### config.mk
export PLATFORM = sky130hd
export DESIGN_NAME = fbank_stat_irq
export DESIGN_NICKNAME = d
export VERILOG_FILES = /design/src/rtl/fbank_pkg.sv /design/src/rtl/fbank_flag_bank.sv /design/src/rtl/fbank_regport.sv /design/src/rtl/fbank_irq_merge.sv /design/src/rtl/fbank_stat_irq.sv
export SDC_FILE = /design/constraint.sdc
export NUM_CORES = 1
export LEC_CHECK = 0
export BUFFER_PORTS_ARGS = -buffer_cell sky130_fd_sc_hd__buf_2
export CAP_MARGIN = 40
export CORE_MARGIN = 1
export CORE_UTILIZATION = 41
export CTS_CLUSTER_DIAMETER = 80
export DETAILED_ROUTE_END_ITERATION = 8
export GPL_TIMING_DRIVEN = 0
export PLACE_DENSITY = 0.79
export SYNTH_ARGS = -nofsm -noshare
export SYNTH_HDL_FRONTEND = slang
export SYNTH_SLANG_ARGS = --single-unit
### constraint.sdc
create_clock -name clk_i -period 1 [get_ports clk_i]
set_input_delay 0.05 -clock clk_i [delete_from_list [all_inputs] [get_ports clk_i]]
set_output_delay 0.05 -clock clk_i [all_outputs]
set_load 0.005 [all_outputs]
### src/rtl/fbank_pkg.sv
package fbank_pkg;
  localparam int unsigned LIVE_N = 4;
  localparam int unsigned EVT_N  = 11;

  localparam int unsigned F_PROG_DONE = 0;
  localparam int unsigned F_CRC_DONE  = 9;
  localparam int unsigned F_CRC_RDERR = 10;

  typedef enum logic [1:0] {
    A_STATUS = 2'd0,
    A_ENABLE = 2'd1,
    A_CLEAR  = 2'd2,
    A_SPARE  = 2'd3
  } reg_addr_e;
endpackage

### src/rtl/fbank_flag_bank.sv
module fbank_flag_bank #(
  parameter int unsigned N = 11
) (
  input  logic         clk_i,
  input  logic         rst_ni,
  input  logic [N-1:0] set_i,
  input  logic [N-1:0] clr_i,
  output logic [N-1:0] flag_o
);
  for (genvar g = 0; g < N; g++) begin : g_flag
    logic q;
    always_ff @(posedge clk_i or negedge rst_ni) begin
      if (!rst_ni)       q <= 1'b0;
      else if (set_i[g]) q <= 1'b1;   // set has priority
      else if (clr_i[g]) q <= 1'b0;
    end
    assign flag_o[g] = q;
  end
endmodule

### src/rtl/fbank_regport.sv
module fbank_regport
  import fbank_pkg::*;
#(
  parameter int unsigned DATA_W = 32
) (
  input  logic              clk_i,
  input  logic              rst_ni,
  input  logic              we_i,
  input  logic [1:0]        addr_i,
  input  logic [DATA_W-1:0] wdata_i,
  input  logic [LIVE_N-1:0] live_i,
  input  logic [EVT_N-1:0]  flag_i,
  output logic [EVT_N-1:0]  en_o,
  output logic [EVT_N-1:0]  clr_o,
  output logic [DATA_W-1:0] rdata_o
);
  logic [EVT_N-1:0] en_q;
  logic             en_we;
  logic             unused_wdata;

  assign unused_wdata = ^wdata_i[DATA_W-1:EVT_N];
  assign en_we = we_i && (reg_addr_e'(addr_i) == A_ENABLE);
  assign clr_o = (we_i && (reg_addr_e'(addr_i) == A_CLEAR)) ? wdata_i[EVT_N-1:0] : '0;

  always_ff @(posedge clk_i or negedge rst_ni) begin
    if (!rst_ni)    en_q <= '0;
    else if (en_we) en_q <= wdata_i[EVT_N-1:0];
  end
  assign en_o = en_q;

  always_comb begin
    unique case (reg_addr_e'(addr_i))
      A_STATUS: rdata_o = DATA_W'({flag_i, live_i});
      A_ENABLE: rdata_o = DATA_W'(en_q);
      default:  rdata_o = '0;
    endcase
  end
endmodule

### src/rtl/fbank_irq_merge.sv
module fbank_irq_merge
  import fbank_pkg::*;
(
  input  logic             clk_i,
  input  logic             rst_ni,
  input  logic [EVT_N-1:0] flag_i,
  input  logic [EVT_N-1:0] en_i,
  output logic             irq_o
);
  logic [EVT_N-1:0] term;
  logic             irq_q;

  always_comb begin
    term = flag_i & en_i;
    // read error is only valid once the CRC pass has ended
    term[F_CRC_RDERR] = term[F_CRC_RDERR] & flag_i[F_CRC_DONE];
  end

  always_ff @(posedge clk_i or negedge rst_ni) begin
    if (!rst_ni) irq_q <= 1'b0;
    else         irq_q <= |term;
  end
  assign irq_o = irq_q;
endmodule

### src/rtl/fbank_stat_irq.sv
module fbank_stat_irq
  import fbank_pkg::*;
#(
  parameter int unsigned DATA_W = 32
) (
  input  logic                clk_i,
  input  logic                rst_ni,
  input  logic                busy_i,
  input  logic                queue_pend_i,
  input  logic                wbuf_pend_i,
  input  logic                crc_run_i,
  input  logic [EVT_N-1:0]    evt_i,
  input  logic                reg_we_i,
  input  logic [1:0]          reg_addr_i,
  input  logic [DATA_W-1:0]   reg_wdata_i,
  output logic [DATA_W-1:0]   reg_rdata_o,
  output logic                irq_o
);
  logic [LIVE_N-1:0] live;
  logic [EVT_N-1:0]  flag_q;
  logic [EVT_N-1:0]  en_q;
  logic [EVT_N-1:0]  clr_vec;

  assign live = {crc_run_i, wbuf_pend_i, queue_pend_i, busy_i};

  fbank_regport #(.DATA_W(DATA_W)) u_regport (
    .clk_i   (clk_i),
    .rst_ni  (rst_ni),
    .we_i    (reg_we_i),
    .addr_i  (reg_addr_i),
    .wdata_i (reg_wdata_i),
    .live_i  (live),
    .flag_i  (flag_q),
    .en_o    (en_q),
    .clr_o   (clr_vec),
    .rdata_o (reg_rdata_o)
  );

  fbank_flag_bank #(.N(EVT_N)) u_flags (
    .clk_i  (clk_i),
    .rst_ni (rst_ni),
    .set_i  (evt_i),
    .clr_i  (clr_vec),
    .flag_o (flag_q)
  );

  fbank_irq_merge u_irq (
    .clk_i  (clk_i),
    .rst_ni (rst_ni),
    .flag_i (flag_q),
    .en_i   (en_q),
    .irq_o  (irq_o)
  );
endmodule

# After elaboration in Yosys (flattened, before gate mapping)
# Cells that the tools add are included.
# Widths: inputs -> output; s select.
# totals
ff_bits	23
output_inout_bits	33
word_cells	56
# op_classes
reduce_logical	15
bitwise_logic	2
eq_ne	2
muxes	24
# ops
op	n
$pmux 15 s2	1
$mux 1	22
$reduce_bool 2->1	11
$and 11x11->11	1
$mux 11	1
$reduce_or 11->1	1
$eq 2x1->1 const B	1
$eq 2x2->1 const B	1
$logic_and 1x1->1	2
$logic_not 2->1	1
$and 1x1->1	1

# Depth between registers and ports, before layout
# depth
word_depth	5
depth_mapped	5

# Modules after synthesis
# Synthesis repeated with hierarchy kept, for this count alone.
# hier_totals
hier_cells	138
area_unflattened_um2	1442.6
# modules_own_cells
mod	cells_each	area_each_um2	instances
fbank_regport	85	880.8	1
fbank_flag_bank	44	481.7	1
fbank_irq_merge	9	80.1	1

# Least setup slack after synthesis
# Ideal clock, no wire load.
# synth_path
kind	register to register
from	register u_flags.g_flag[2].q
to	register u_irq.irq_q, in the netlist u_irq.irq_o
setup_ns	0.135
n_path_buf	0
t_arrival_ns	0.774
synth_period_minus_slack_ns	0.909
path_slack_ns	0.091
stages_incl_launch_ff	3
path_cell_list	dfrtp_1 > a222oi_1 > nand3_1
# synth_via
elab_chain_cells	2
# synth_rtl
item	line	source
from (decl)	fbank_flag_bank.sv:11	logic q;
from (signal assigned)	fbank_flag_bank.sv:13	if (!rst_ni) q <= 1'b0;
from (signal assigned)	fbank_flag_bank.sv:14	else if (set_i[g]) q <= 1'b1;
from (signal assigned)	fbank_flag_bank.sv:15	else if (clr_i[g]) q <= 1'b0;
$and 11x11->11	fbank_irq_merge.sv:14	term = flag_i & en_i;
$reduce_or 11->1	fbank_irq_merge.sv:21	else irq_q <= |term;
to (signal assigned)	fbank_irq_merge.sv:21	
to (decl)	fbank_irq_merge.sv:11	logic irq_q;
# Every way passes these cells.
# A chain may end at the register's enable or synchronous reset.

# Final worst setup path
# layout_path
from	register u_regport.en_q[10], in the netlist u_regport.en_o[10]
to	output reg_rdata_o[10]
# layout_via
elab_chain_cells	1
# layout_rtl
item	line	source
from (decl)	fbank_regport.sv:17	logic [EVT_N-1:0] en_q;
from (signal assigned)	fbank_regport.sv:27	else if (en_we) en_q <= wdata_i[EVT_N-1:0];
$pmux 15 s2	fbank_regport.sv:32	unique case (reg_addr_e'(addr_i))
to (decl)	fbank_stat_irq.sv:16	output logic [DATA_W-1:0] reg_rdata_o,
# Every way passes these cells.

==> results.py <==
metrics = {
    "drt": {
        "wl_um": 3230,
        "drc": 4,
        "drt-initial-drc-count": 26,
        "route.antenna.remaining_nets": 0,
        "vias": 1124,
        "routed_wire_length_per_instance_um": 13.1,
        "drt_pass1_iterations": 6,
        "viasPerCell": 4.57,
    },
    "timing": {
        "worst_pin_slew_ps": 506,
        "unrepaired_setup_endpoints_after_global_routing": "yes",
        "fmax_mhz": 884,
        "post-route-period-util": 1.13,
        "maxSlewHeadroom": 0.663,
        "final_hold_viol_count": 0,
        "minimum_period_implied_by_the_final_worst_setup_slack_ps": 1130,
        "report.final.setup_viol": 16,
        "post-route-worst-setup-slack_ps": -132,
        "slew_violations": 0,
        "finalClockSkew_ps": 7.71,
    },
    "place": {
        "place.detailed.hpwl_um": 2100,
        "gpl.final_weighted_congestion": 0.786,
        "port_buffers": 45,
    },
    "cells_and_area": {
        "finalCoreUtilization": 0.691,
        "multi_input_gate_area_in_the_final_layout_um2": 587,
        "register_area_um2": 576,
        "synthToLayoutAreaGrowth_pct": 54.6,
        "fillCellCount": 223,
        "insertedDiodeCount": 0,
        "nNetsFinal": 268,
        "layout-drive-gt1-share": 0.451,
    },
    "floorplanning": {
        "initial_utilization": 0.447,
        "pin_count": 85,
        "fp.dieH_um": 57.5,
        "floorplan.die_area_mm2": 0.00331,
        "core_region_area_mm2": 0.00283,
        "rows": 19,
        "die_w_um": 57.5,
    },
    "global_route": {
        "grt_first_pass_wirelength_um": 5130,
        "first_global_vias": 1154,
        "grt_antenna_before_repair": 0,
        "pin_count_of_the_biggest_net_entering_global_routing": 24,
        "gr-usage-all-layers": 0.203,
        "globalRoute.totalOverflow": 0,
    },
    "setup_path": {
        "ff2ff_setup_slack_ps": -80,
        "worstRegToRegCells": 4,
        "worst-endpoint-required_ps": 950,
        "slowest_cell_on_crit_path": "dfrtp_1",
        "worst-path-buf-inv": 1,
        "critPathTopFamily": "flip-flops",
        "setup.worst_path.start_class": "flop",
        "rr_endpoint": "u_irq.irq_o$_DFF_PN0_",
        "crit_type": "reg -> out",
        "cpPeakStageDelay_ps": 430,
        "critical_path.max_fanout": 2,
        "critPathArrivalTime_ps": 1080,
        "timing.rr.start": "u_regport.en_o[5]$_DFFE_PN0P_",
        "critical_path_end_type": "output port",
        "crit_chain": "mux2i_1 > nor2_1 > buf_2",
        "number_of_cells_on_the_critical_path": 3,
    },
    "yosys": {
        "synth-main-ff-cell": "dfrtp_1",
        "synthesis.area_mm2": 0.00126,
        "syn_area_per_cell_um2": 10.9,
        "synth.yosys.seq_area_share": 0.455,
        "async_reset_ff_frac": 1.00,
        "synth_top_area_frac": 0.455,
        "yosysUniqueCellTypes": 17,
        "yosys-top-cells-area": "dfrtp_1 (45%), buf_4 (11%), mux2_2 (9.8%), mux2i_1 (8.7%), a21o_1 (7.1%)",
        "synth_enable_flop_cells": 0,
        "synth_top_cells_by_count": "dfrtp_1 (23), buf_4 (18), a21o_1 (12), nand2_1 (12), nor2_1 (12)",
        "synth_most_common_cell": "dfrtp_1",
        "post_synth_inst_count": 116,
        "count_of_yosys_warnings_during_synthesis": 0,
        "synth_seq_cells": 23,
        "synth_top_cell_by_area": "dfrtp_1",
    },
    "min_path": {
        "hold_path_startpoint": "reg_addr_i[0]",
        "hold_path_depth": 3,
        "timing.hold.worst.class": "in -> reg",
        "hold_end": "u_regport.en_o[5]$_DFFE_PN0P_",
    },
    "outcome": {
        "violated_checks": "DRC, setup timing",
        "outcome": "finished, violations left",
    },
    "clock_tree": {
        "clock_sinks": 23,
        "cts_buffers": 3,
        "tritoncts": "built",
        "cts_buffer_depth": 2,
        "htree_levels": 1,
        "cts.clk_slew.worst_paths_ps": 130,
        "cts_root_buf": "clkbuf_4",
        "clk_latency_ps": 310,
    },
    "job": {
        "timing.max_cap.violations": 0,
    },
    "power_and_ir_drop": {
        "p_leak_nw": 1.00,
        "power_per_cell_area_mw_per_mm2": 1140,
        "total_power_mw": 2.23,
        "worst_case_vdd_ir_drop_mv": 0.800,
    },
}
-- cell families (layout without fill, tap and decap cells) --
| group | Yosys count | after routing | share of synthesized area |
|---|---|---|---|
| other | 1 | 17 | 0.00296 |
| muxes | 22 | 22 | 0.185 |
| AOI/OAI and AO/OA | 16 | 16 | 0.0969 |
| DFF | 23 | 23 | 0.455 |
| buffers and inverters | 22 | 105 | 0.136 |
| and+or+nand+nor | 32 | 32 | 0.124 |
-- worst min-delay path: stages --
cell and delay (ps):
buf_6 110, nand3b_4 70, mux2_2 150
-- where the power goes --
group	switching, mW	internal [mW]	leakage (nW)	total, mW
sequential	0.0799	1.03	0.239	1.11
combinational	0.256	0.427	0.746	0.683
clock	0.283	0.149	0.0177	0.432
-- cells in the final DEF (no fill, tap or decap), types with 3 or more instances in the layout --
| cell type | Yosys | final |
|---|---|---|
| dlygate4sd3_1 | 0 | 23 |
| a21o_1 | 12 | 12 |
| dfrtp_1 | 23 | 23 |
| buf_2 | 0 | 43 |
| buf_4 | 18 | 28 |
| conb_1 | 1 | 17 |
| clkbuf_4 | 0 | 3 |
| nand2_1 | 12 | 12 |
| mux2i_1 | 11 | 11 |
| mux2_2 | 11 | 11 |
| nor2_1 | 12 | 12 |
| buf_6 | 3 | 6 |
-- repair_timing --
| item | in CTS | in global routing |
|---|---|---|
| hold buffers | 23 | 0 |
| resized for setup | 2 | 4 |
| hold endpoints to repair | 45 | 0 |
| pin swaps | 2 | 0 |
| buffers inserted | 8 | 3 |
| setup endpoints to repair | 16 | 16 |
-- how the worst max path moves through the flow --
stage | from | end | slack (ps)
after floorplan | u_flags.g_flag[2].q$_DFFE_PN0P_ | u_irq.irq_o$_DFF_PN0_ | 90
after global placement | u_flags.g_flag[2].q$_DFFE_PN0P_ | u_irq.irq_o$_DFF_PN0_ | 4
final | u_regport.en_o[10]$_DFFE_PN0P_ | reg_rdata_o[10] | -130
after global routing | u_regport.en_o[4]$_DFFE_PN0P_ | reg_rdata_o[4] | -210
after detailed placement | u_flags.g_flag[2].q$_DFFE_PN0P_ | u_irq.irq_o$_DFF_PN0_ | -20
after CTS | u_regport.en_o[10]$_DFFE_PN0P_ | reg_rdata_o[10] | -140
-- metal layers --
| metal | up-vias | global-route usage | share of wire |
|---|---|---|---|
| met1 | 520 | 0.261 | 0.43 |
| met4 | 0 | 0.0244 | 0 |
| met3 | 0 | 0.0204 | 0.061 |
| li1 | 553 | - | - |
| met5 | - | 0 | 0 |
| met2 | 51 | 0.377 | 0.51 |
-- state kept, by name (all words and copies together) (netlist names) --
name              flops
u_irq.irq_o           1
u_regport.en_o       11
u_flags.g_flag.q     11
-- per-stage QoR --
step	worst slack [ps]	TNS (ps)	instance area, um2	hold slack (ps)	std cells
6_report	-132	-1330	1960	94.2	246
5_1_grt	-213	-2390	1960	103	246
4_1_cts	-144	-1360	1920	98.0	243
3_5_place_dp	-18.0	-18.0	1590	51.9	208
3_3_place_gp	4.00	0	1590	36.2	208
2_1_floorplan	91.0	0	1330	-246	132
-- final cells by class --
cell class,count,area share
Multi-Input combinational cell,87,0.300
Clock buffer,3,0.0115
Buffer,22,0.0883
Sequential cell,23,0.294
Tap cell,31,0.0198
Clock inverter,1,0.00256
Timing Repair Buffer,79,0.283
No activity file was read; power rests on OpenSTA's default activity.
